`src/rtl/uart_irq_ident.sv`:
```
module uart_irq_ident #(
  parameter int MDM_W = 4
) (
  input  logic             clk,
  input  logic             rst_n,
  input  logic [7:0]       irq_en,
  input  logic             lsr_err,
  input  logic             rx_avail,
  input  logic             rx_timeout,
  input  logic             thr_empty_evt,
  input  logic [MDM_W-1:0] modem_delta,
  input  logic             fifo_on,
  input  logic             id_rd,
  input  logic             thr_wr,
  output logic             irq,
  output logic [7:0]       id_byte
);

  localparam logic [2:0] C_LSR = 3'b011;
  localparam logic [2:0] C_RDA = 3'b010;
  localparam logic [2:0] C_TMO = 3'b110;
  localparam logic [2:0] C_THR = 3'b001;
  localparam logic [2:0] C_MSR = 3'b000;

  logic       thre_pend;
  logic       none;
  logic [2:0] code;

  wire lsr_hit = irq_en[2] & lsr_err;
  wire tmo_hit = irq_en[0] & rx_timeout;
  wire rda_hit = irq_en[0] & rx_avail;
  wire thr_hit = irq_en[1] & thre_pend;
  wire msr_hit = irq_en[3] & (|modem_delta);

  always_comb begin
    none = 1'b0;
    code = C_MSR;
    if (lsr_hit)      code = C_LSR;
    else if (tmo_hit) code = C_TMO;
    else if (rda_hit) code = C_RDA;
    else if (thr_hit) code = C_THR;
    else if (msr_hit) code = C_MSR;
    else              none = 1'b1;
  end

  assign id_byte = {{2{fifo_on}}, 2'b00, code, none};
  assign irq     = ~none;

  wire thr_ack = id_rd & ~none & (code == C_THR);

  always_ff @(posedge clk) begin
    if (!rst_n)             thre_pend <= 1'b0;
    else if (thr_wr)        thre_pend <= 1'b0;
    else if (thr_empty_evt) thre_pend <= 1'b1;
    else if (thr_ack)       thre_pend <= 1'b0;
  end

  p_fifo_bits_r10: assert property (@(posedge clk) disable iff (!rst_n)
    id_byte[7:6] == {fifo_on, fifo_on} && id_byte[5:4] == 2'b00);

  p_lsr_first_r3: assert property (@(posedge clk) disable iff (!rst_n)
    (lsr_err && irq_en[2]) |-> (id_byte[3:0] == 4'h6 && irq));

  p_timeout_code_r5: assert property (@(posedge clk) disable iff (!rst_n)
    (rx_timeout && irq_en[0] && !(lsr_err && irq_en[2])) |-> id_byte[3:0] == 4'hC);

  p_write_clears_r9: assert property (@(posedge clk) disable iff (!rst_n)
    thr_wr |=> id_byte[3:0] != 4'h2);

  p_read_clears_r8: assert property (@(posedge clk) disable iff (!rst_n)
    (id_rd && id_byte[3:0] == 4'h2 && !thr_empty_evt) |=> id_byte[3:0] != 4'h2);

  p_event_holds_r8: assert property (@(posedge clk) disable iff (!rst_n)
    (thr_empty_evt && !thr_wr && irq_en[1] && !lsr_err && !rx_avail && !rx_timeout)
    |=> (irq_en[1] && !lsr_err && !rx_avail && !rx_timeout) |-> id_byte[3:0] == 4'h2);

  p_quiet_r2: assert property (@(posedge clk) disable iff (!rst_n)
    (irq_en[3:0] == 4'h0) |-> (!irq && id_byte[0]));

endmodule

```
`config.mk`:
```
export PLATFORM = sky130hd
export DESIGN_NAME = uart_irq_ident
export DESIGN_NICKNAME = d
export VERILOG_FILES = /design/src/rtl/uart_irq_ident.sv
export SDC_FILE = /design/constraint.sdc
export NUM_CORES = 1
export LEC_CHECK = 0
export BUFFER_PORTS_ARGS = -buffer_cell sky130_fd_sc_hd__clkbuf_2
export CAP_MARGIN = 15
export CORE_AREA = 2 2 39 41
export DETAILED_ROUTE_END_ITERATION = 10
export DIE_AREA = 0 0 41 43
export PLACE_DENSITY = 0.47
export SKIP_CTS_REPAIR_TIMING = 1
export SKIP_LAST_GASP = 1
export SLEW_MARGIN = 20
export SYNTH_ARGS = -nofsm -noshare
export SYNTH_HDL_FRONTEND = slang
export SYNTH_SLANG_ARGS = --single-unit
```
`constraint.sdc`:
```
create_clock -name clk -period 2.6 [get_ports clk]
set_input_delay 0.52 -clock clk [delete_from_list [all_inputs] [get_ports clk]]
set_output_delay 0.52 -clock clk [all_outputs]
set_load 0.02 [all_outputs]
```
==> reports/summary.txt, run 1 <==
Status - complete, no violations
NumNets Final - 61
Post-route ant nets - 0
Synth cell types - 15
Initial DRT Pass Iterations - 2
Routability cong. - 0.623
Final period utilization - 70.8%
Register area share after synthesis - 12.8%
Most frequent cells in the layout - clkbuf_2 (20), nand2_1 (3), inv_1 (2), conb_1 (2)
Layout cells sized above 1 - 57.9%
Die height - 43 um
Largest net degree at the start of global routing - 5
Drt drc - 0
Hold path depth - 2
R2r worst-path depth - 2
Worst Hold Path EP - thre_pend
P_int - 0.0331 mW
Average size of a mapped cell - 7.11 um^2
Crit path DAT - 1.32 ns
Gr ovfl total - 0
Antenna diode count - 0
Largest registers - thre_pend x1
Worst slack, placed - 0.750 ns
Pwr dens - 228 nW/um^2
Global-route wire length before repair - 641 um
Final setup violation count - 0
Dpl cells - 54
Via density - 3.59
Yosys warning total - 0
Worst Hold Class - reg2reg
Max reg flops - 1
Fin Clk Skew - 0 ns
Most common cell after layout, fill and taps aside - clkbuf_2
Reg2reg setup slack - 1.96 ns
Minimum clock period - 1.84 ns
Port bufs - 20
Mapped Area - 156 um^2
CP Class - in2out
Net Sw Frac - 40.0%
Vias in the first global route - 172
Die width - 41 um
Routed WL per cell - 7.44 um
Comb power frac - 69.6%
Seq cells post-synth - 1
IO Count - 30
Element type at the critical path end - primary output
Initial antenna violation count - 0
Final WS setup - 0.760 ns
Starting Density - 11.3%
Clk network pwr share - 0%
Setup TNS Final - 0 ns
RR Startpoint - thre_pend
GR Util All Layers - 4.90%
Clk_lat worst skew - 0 ns
Clk slew on worst S/H paths - 0 ns
Fmax - 543 MHz
Rows - 14
Hold Fails Final Rpt - 0
Reg power frac - 30.4%
Worst R2R End - thre_pend
Fillcell total - 160
Req. time, crit path - 2.08 ns
Maximum VDD drop - 56.2 uV
Starting DRC count in detailed routing - 1
Routed vias - 194
Worst hold start - thre_pend
Die ar. - 1760 um^2
Top reg by flops - thre_pend
Total Wirelength - 402 um
Core area - 1380 um^2
Net switching power - 0.0221 mW
Final Max Tran Viols - 0
Largest fanout on the critical path - 4
Layout area overhead - 55.2%
Cells after Synth - 22
RSZ-0062 raised after global routing - no
Setup crit start kind - primary input
Max Cap Viol - 0
Leakage - 0.142 nW
Fin cells - 54
[worst max-delay path by stage]
stage	from	end	slack, ns
global placement	rx_timeout	id_byte[0]	0.77
finish	rx_avail	id_byte[0]	0.76
global route	rx_timeout	id_byte[0]	0.65
detailed placement	rx_avail	id_byte[0]	0.75
CTS	rx_avail	id_byte[0]	0.75
floorplan	rx_avail	id_byte[1]	0.88
[logic make-up (layout without fill, tap and decap cells)]
logic type | count (synthesis) | after routing | share of synthesized area, %
buffers and inverters | 7 | 22 | 28.8
AND/OR/NAND/NOR | 6 | 6 | 20.0
flip-flops | 1 | 1 | 12.8
AO/OA/AOI/OAI | 7 | 7 | 36.0
other | 1 | 2 | 2.40
[per-layer routing]
layer  up-vias  global-route usage [%]  part of all wire [%]
li1        103                       -                     -
met1        82                    5.41                    33
met2         9                    9.38                    54
met3         0                   0.524                    13
met4         0                   0.667                     0
met5         -                       0                     0
[cell usage after synthesis]
library cell	number	area share (%)
and3_1	1	4.0
o21ai_0	1	3.2
a21oi_1	1	3.2
nand2_1	3	7.2
o211ai_1	1	4.8
a31oi_1	1	4.0
buf_4	5	24
a21oi_2	1	5.6
nand3_1	1	3.2
o41ai_2	1	10
o21a_1	1	4.8
and3b_1	1	5.6
conb_1	1	2.4
inv_1	2	4.8
dfxtp_1	1	13
[through the flow]
step	instance area, um^2	total power, mW	hold slack, ns	util (%)
6_report	243	0.0552	0.554	17.5
5_1_grt	243	0.0607	0.593	17.5
4_1_cts	243	0.0558	0.559	17.5
3_5_place_dp	243	0.0558	0.559	17.5
3_3_place_gp	243	0.0554	0.569	17.5
2_1_floorplan	160	0.0443	0.534	-
[power by group through the flow]
| stage | combinational [mW] | sequential [mW] | clock (mW) |
|---|---|---|---|
| after floorplan | 0.0275 | 0.0167 | 0 |
| after global placement | 0.0386 | 0.0168 | 0 |
| after detailed placement | 0.0390 | 0.0168 | 0 |
| after CTS | 0.0390 | 0.0168 | 0 |
| after global routing | 0.0437 | 0.0169 | 0 |
| final | 0.0385 | 0.0168 | 0 |
[layout make-up]
| type | instances | area (um^2) | share of cell area (%) |
|---|---|---|---|
| Inverter | 2 | 7.51 | 3.09 |
| Multi-Input combinational cell | 15 | 95.1 | 39.2 |
| Sequential cell | 1 | 20.0 | 8.25 |
| Tap cell | 16 | 20.0 | 8.25 |
| Timing Repair Buffer | 20 | 100 | 41.2 |
[critical path: stages]
cell	delay, ns
clkbuf_2	0.08
o21a_1	0.19
a21oi_2	0.19
and3_1	0.18
clkbuf_2	0.16
(Power assumes the default switching activity.)
==> run 2, diff against run 1 <==
--- a/config.mk
+++ b/config.mk
@@ -10,7 +10,7 @@
 export CORE_AREA = 2 2 39 41
 export DETAILED_ROUTE_END_ITERATION = 10
 export DIE_AREA = 0 0 41 43
-export PLACE_DENSITY = 0.47
+export PLACE_DENSITY = 0.49
 export SKIP_CTS_REPAIR_TIMING = 1
 export SKIP_LAST_GASP = 1
 export SLEW_MARGIN = 20
==> constraint.sdc (replaced) <==
create_clock -name clk -period 1.51 [get_ports clk]
set_input_delay 0.302 -clock clk [delete_from_list [all_inputs] [get_ports clk]]
set_output_delay 0.302 -clock clk [all_outputs]
set_load 0.02 [all_outputs]
==> run 2 against run 1 <==
  * Wire length down 2.0%
  * Sequential cell count unchanged
  * First-iteration DRC count rose by 100%
  * Sequential share of layout area unchanged
  * Clock skew unchanged
  * Die area stayed put
  * Largest cell class unchanged
==> reports/summary.txt, run 2 (synthesis results as in run 1) <==
Routability cong. - 0.537 (-14%)
Initial antenna violation count - 0 (unchanged)
Layout cells sized above 1 - 57.9% (unchanged)
Leakage - 0.142 nW (unchanged)
Clk_lat worst skew - 0 ns (unchanged)
Fmax - 718 MHz
Die height - 43 um (unchanged)
Max reg flops - 1 (unchanged)
Final Max Tran Viols - 0 (unchanged)
Max Cap Viol - 0 (unchanged)
Starting Density - 11.3% (unchanged)
Largest registers - thre_pend x1
P_int - 0.0570 mW (+72%)
Status - complete, no violations
Fin Clk Skew - 0 ns (unchanged)
NumNets Final - 61 (unchanged)
Fillcell total - 171 (+6.9%)
Via density - 3.69 (+2.6%)
IO Count - 30 (unchanged)
Maximum VDD drop - 109 uV (+95%)
Dpl cells - 54 (unchanged)
Pwr dens - 389 nW/um^2 (+71%)
Comb power frac - 69.4% (-0.2 points)
Crit path DAT - 1.09 ns (-0.23 ns)
Post-DP HPWL - 397 um
Setup crit start kind - primary input
Final setup violation count - 0 (unchanged)
Global-route wire length before repair - 510 um (-20%)
Element type at the critical path end - primary output
Drt drc - 0 (unchanged)
Total Wirelength - 394 um (-2.0%)
Rows - 14 (unchanged)
Initial DRT Pass Iterations - 2 (unchanged)
Die ar. - 1760 um^2 (unchanged)
Port bufs - 20 (unchanged)
Most frequent cells in the layout - clkbuf_2 (20), nand2_1 (3), inv_1 (2), conb_1 (2)
Net switching power - 0.0374 mW (+69%)
Starting DRC count in detailed routing - 2 (+1)
Gr ovfl total - 0 (unchanged)
Minimum clock period - 1.39 ns
Reg power frac - 30.6% (+0.2 points)
CP Class - in2out
Layout area overhead - 55.2% (unchanged)
Clk network pwr share - 0% (unchanged)
Vias in the first global route - 146 (-15%)
Post-route ant nets - 0 (unchanged)
Routed vias - 199 (+2.6%)
Final period utilization - 92.2%
Most common cell after layout, fill and taps aside - clkbuf_2
Hold Slack - 0.503 ns (-0.0514 ns)
Largest net degree at the start of global routing - 5 (unchanged)
Routed WL per cell - 7.30 um (-2.0%)
Req. time, crit path - 1.21 ns (-0.87 ns)
Clk slew on worst S/H paths - 0 ns (unchanged)
Core area - 1380 um^2 (unchanged)
Largest fanout on the critical path - 2 (-2)
Design Power - 0.0944 mW (+71%)
Setup TNS Final - 0 ns (unchanged)
Top reg by flops - thre_pend
Hold Fails Final Rpt - 0 (unchanged)
GR Util All Layers - 3.90% (-1.0 points)
Die width - 41 um (unchanged)
Fin cells - 54 (unchanged)
Worst Hold Class - in2reg
RSZ-0062 raised after global routing - no
Net Sw Frac - 39.6% (-0.44 points)
Antenna diode count - 0 (unchanged)
## run 2: cell counts in the layout (fill, tap and decap cells not counted)
No cell type changed its count.
## run 2: path summary, 6_finish.rpt
| path | start | to | slack (ns) | depth (start not counted) |
|---|---|---|---|---|
| worst min register to register | thre_pend | thre_pend | 0.55 | 2 |
| worst min-delay path | id_rd | thre_pend | 0.50 | 2 |
| worst max register to register | thre_pend | thre_pend | 0.87 | 2 |
| worst max-delay path | modem_delta[1] | id_byte[0] | 0.12 | 4 |
## run 2: critical path: stages
cell and delay [ns]:
clkbuf_2 0.09, o41ai_2 0.35, and3_1 0.19, clkbuf_2 0.16
## run 2: per-stage QoR
stage                     area [um^2]  setup WS, ns  utilization [%]
after detailed placement          243         0.104             17.5
after CTS                         243         0.103             17.5
after global placement            243         0.113             17.5
after floorplan                   160         0.222                -
after global routing              243        0.0787             17.5
final                             243         0.117             17.5
## run 2: power by group through the flow
stage	clock network, mW	registers, mW	logic [mW]
floorplan	0	0.0288	0.0474
global placement	0	0.0289	0.0665
detailed placement	0	0.0289	0.0669
CTS	0	0.0289	0.0670
global route	0	0.0291	0.0723
finish	0	0.0289	0.0655
## run 2: final cells by class
class / count / area, um^2 / share of cell area (%)
well taps: 16 / 20.0 / 8.25
multi-input cells: 15 / 95.1 / 39.2
flip-flops and latches: 1 / 20.0 / 8.25
repair buffers: 20 / 100 / 41.2
inverters: 2 / 7.51 / 3.09
## run 2: routing by layer
layer	vias to the layer above	global-route usage (%)	wire, um
met1	88	2.87	104
li1	102	-	-
met2	9	9.06	237
met5	-	0	0
met3	0	0.524	53
met4	0	0	0
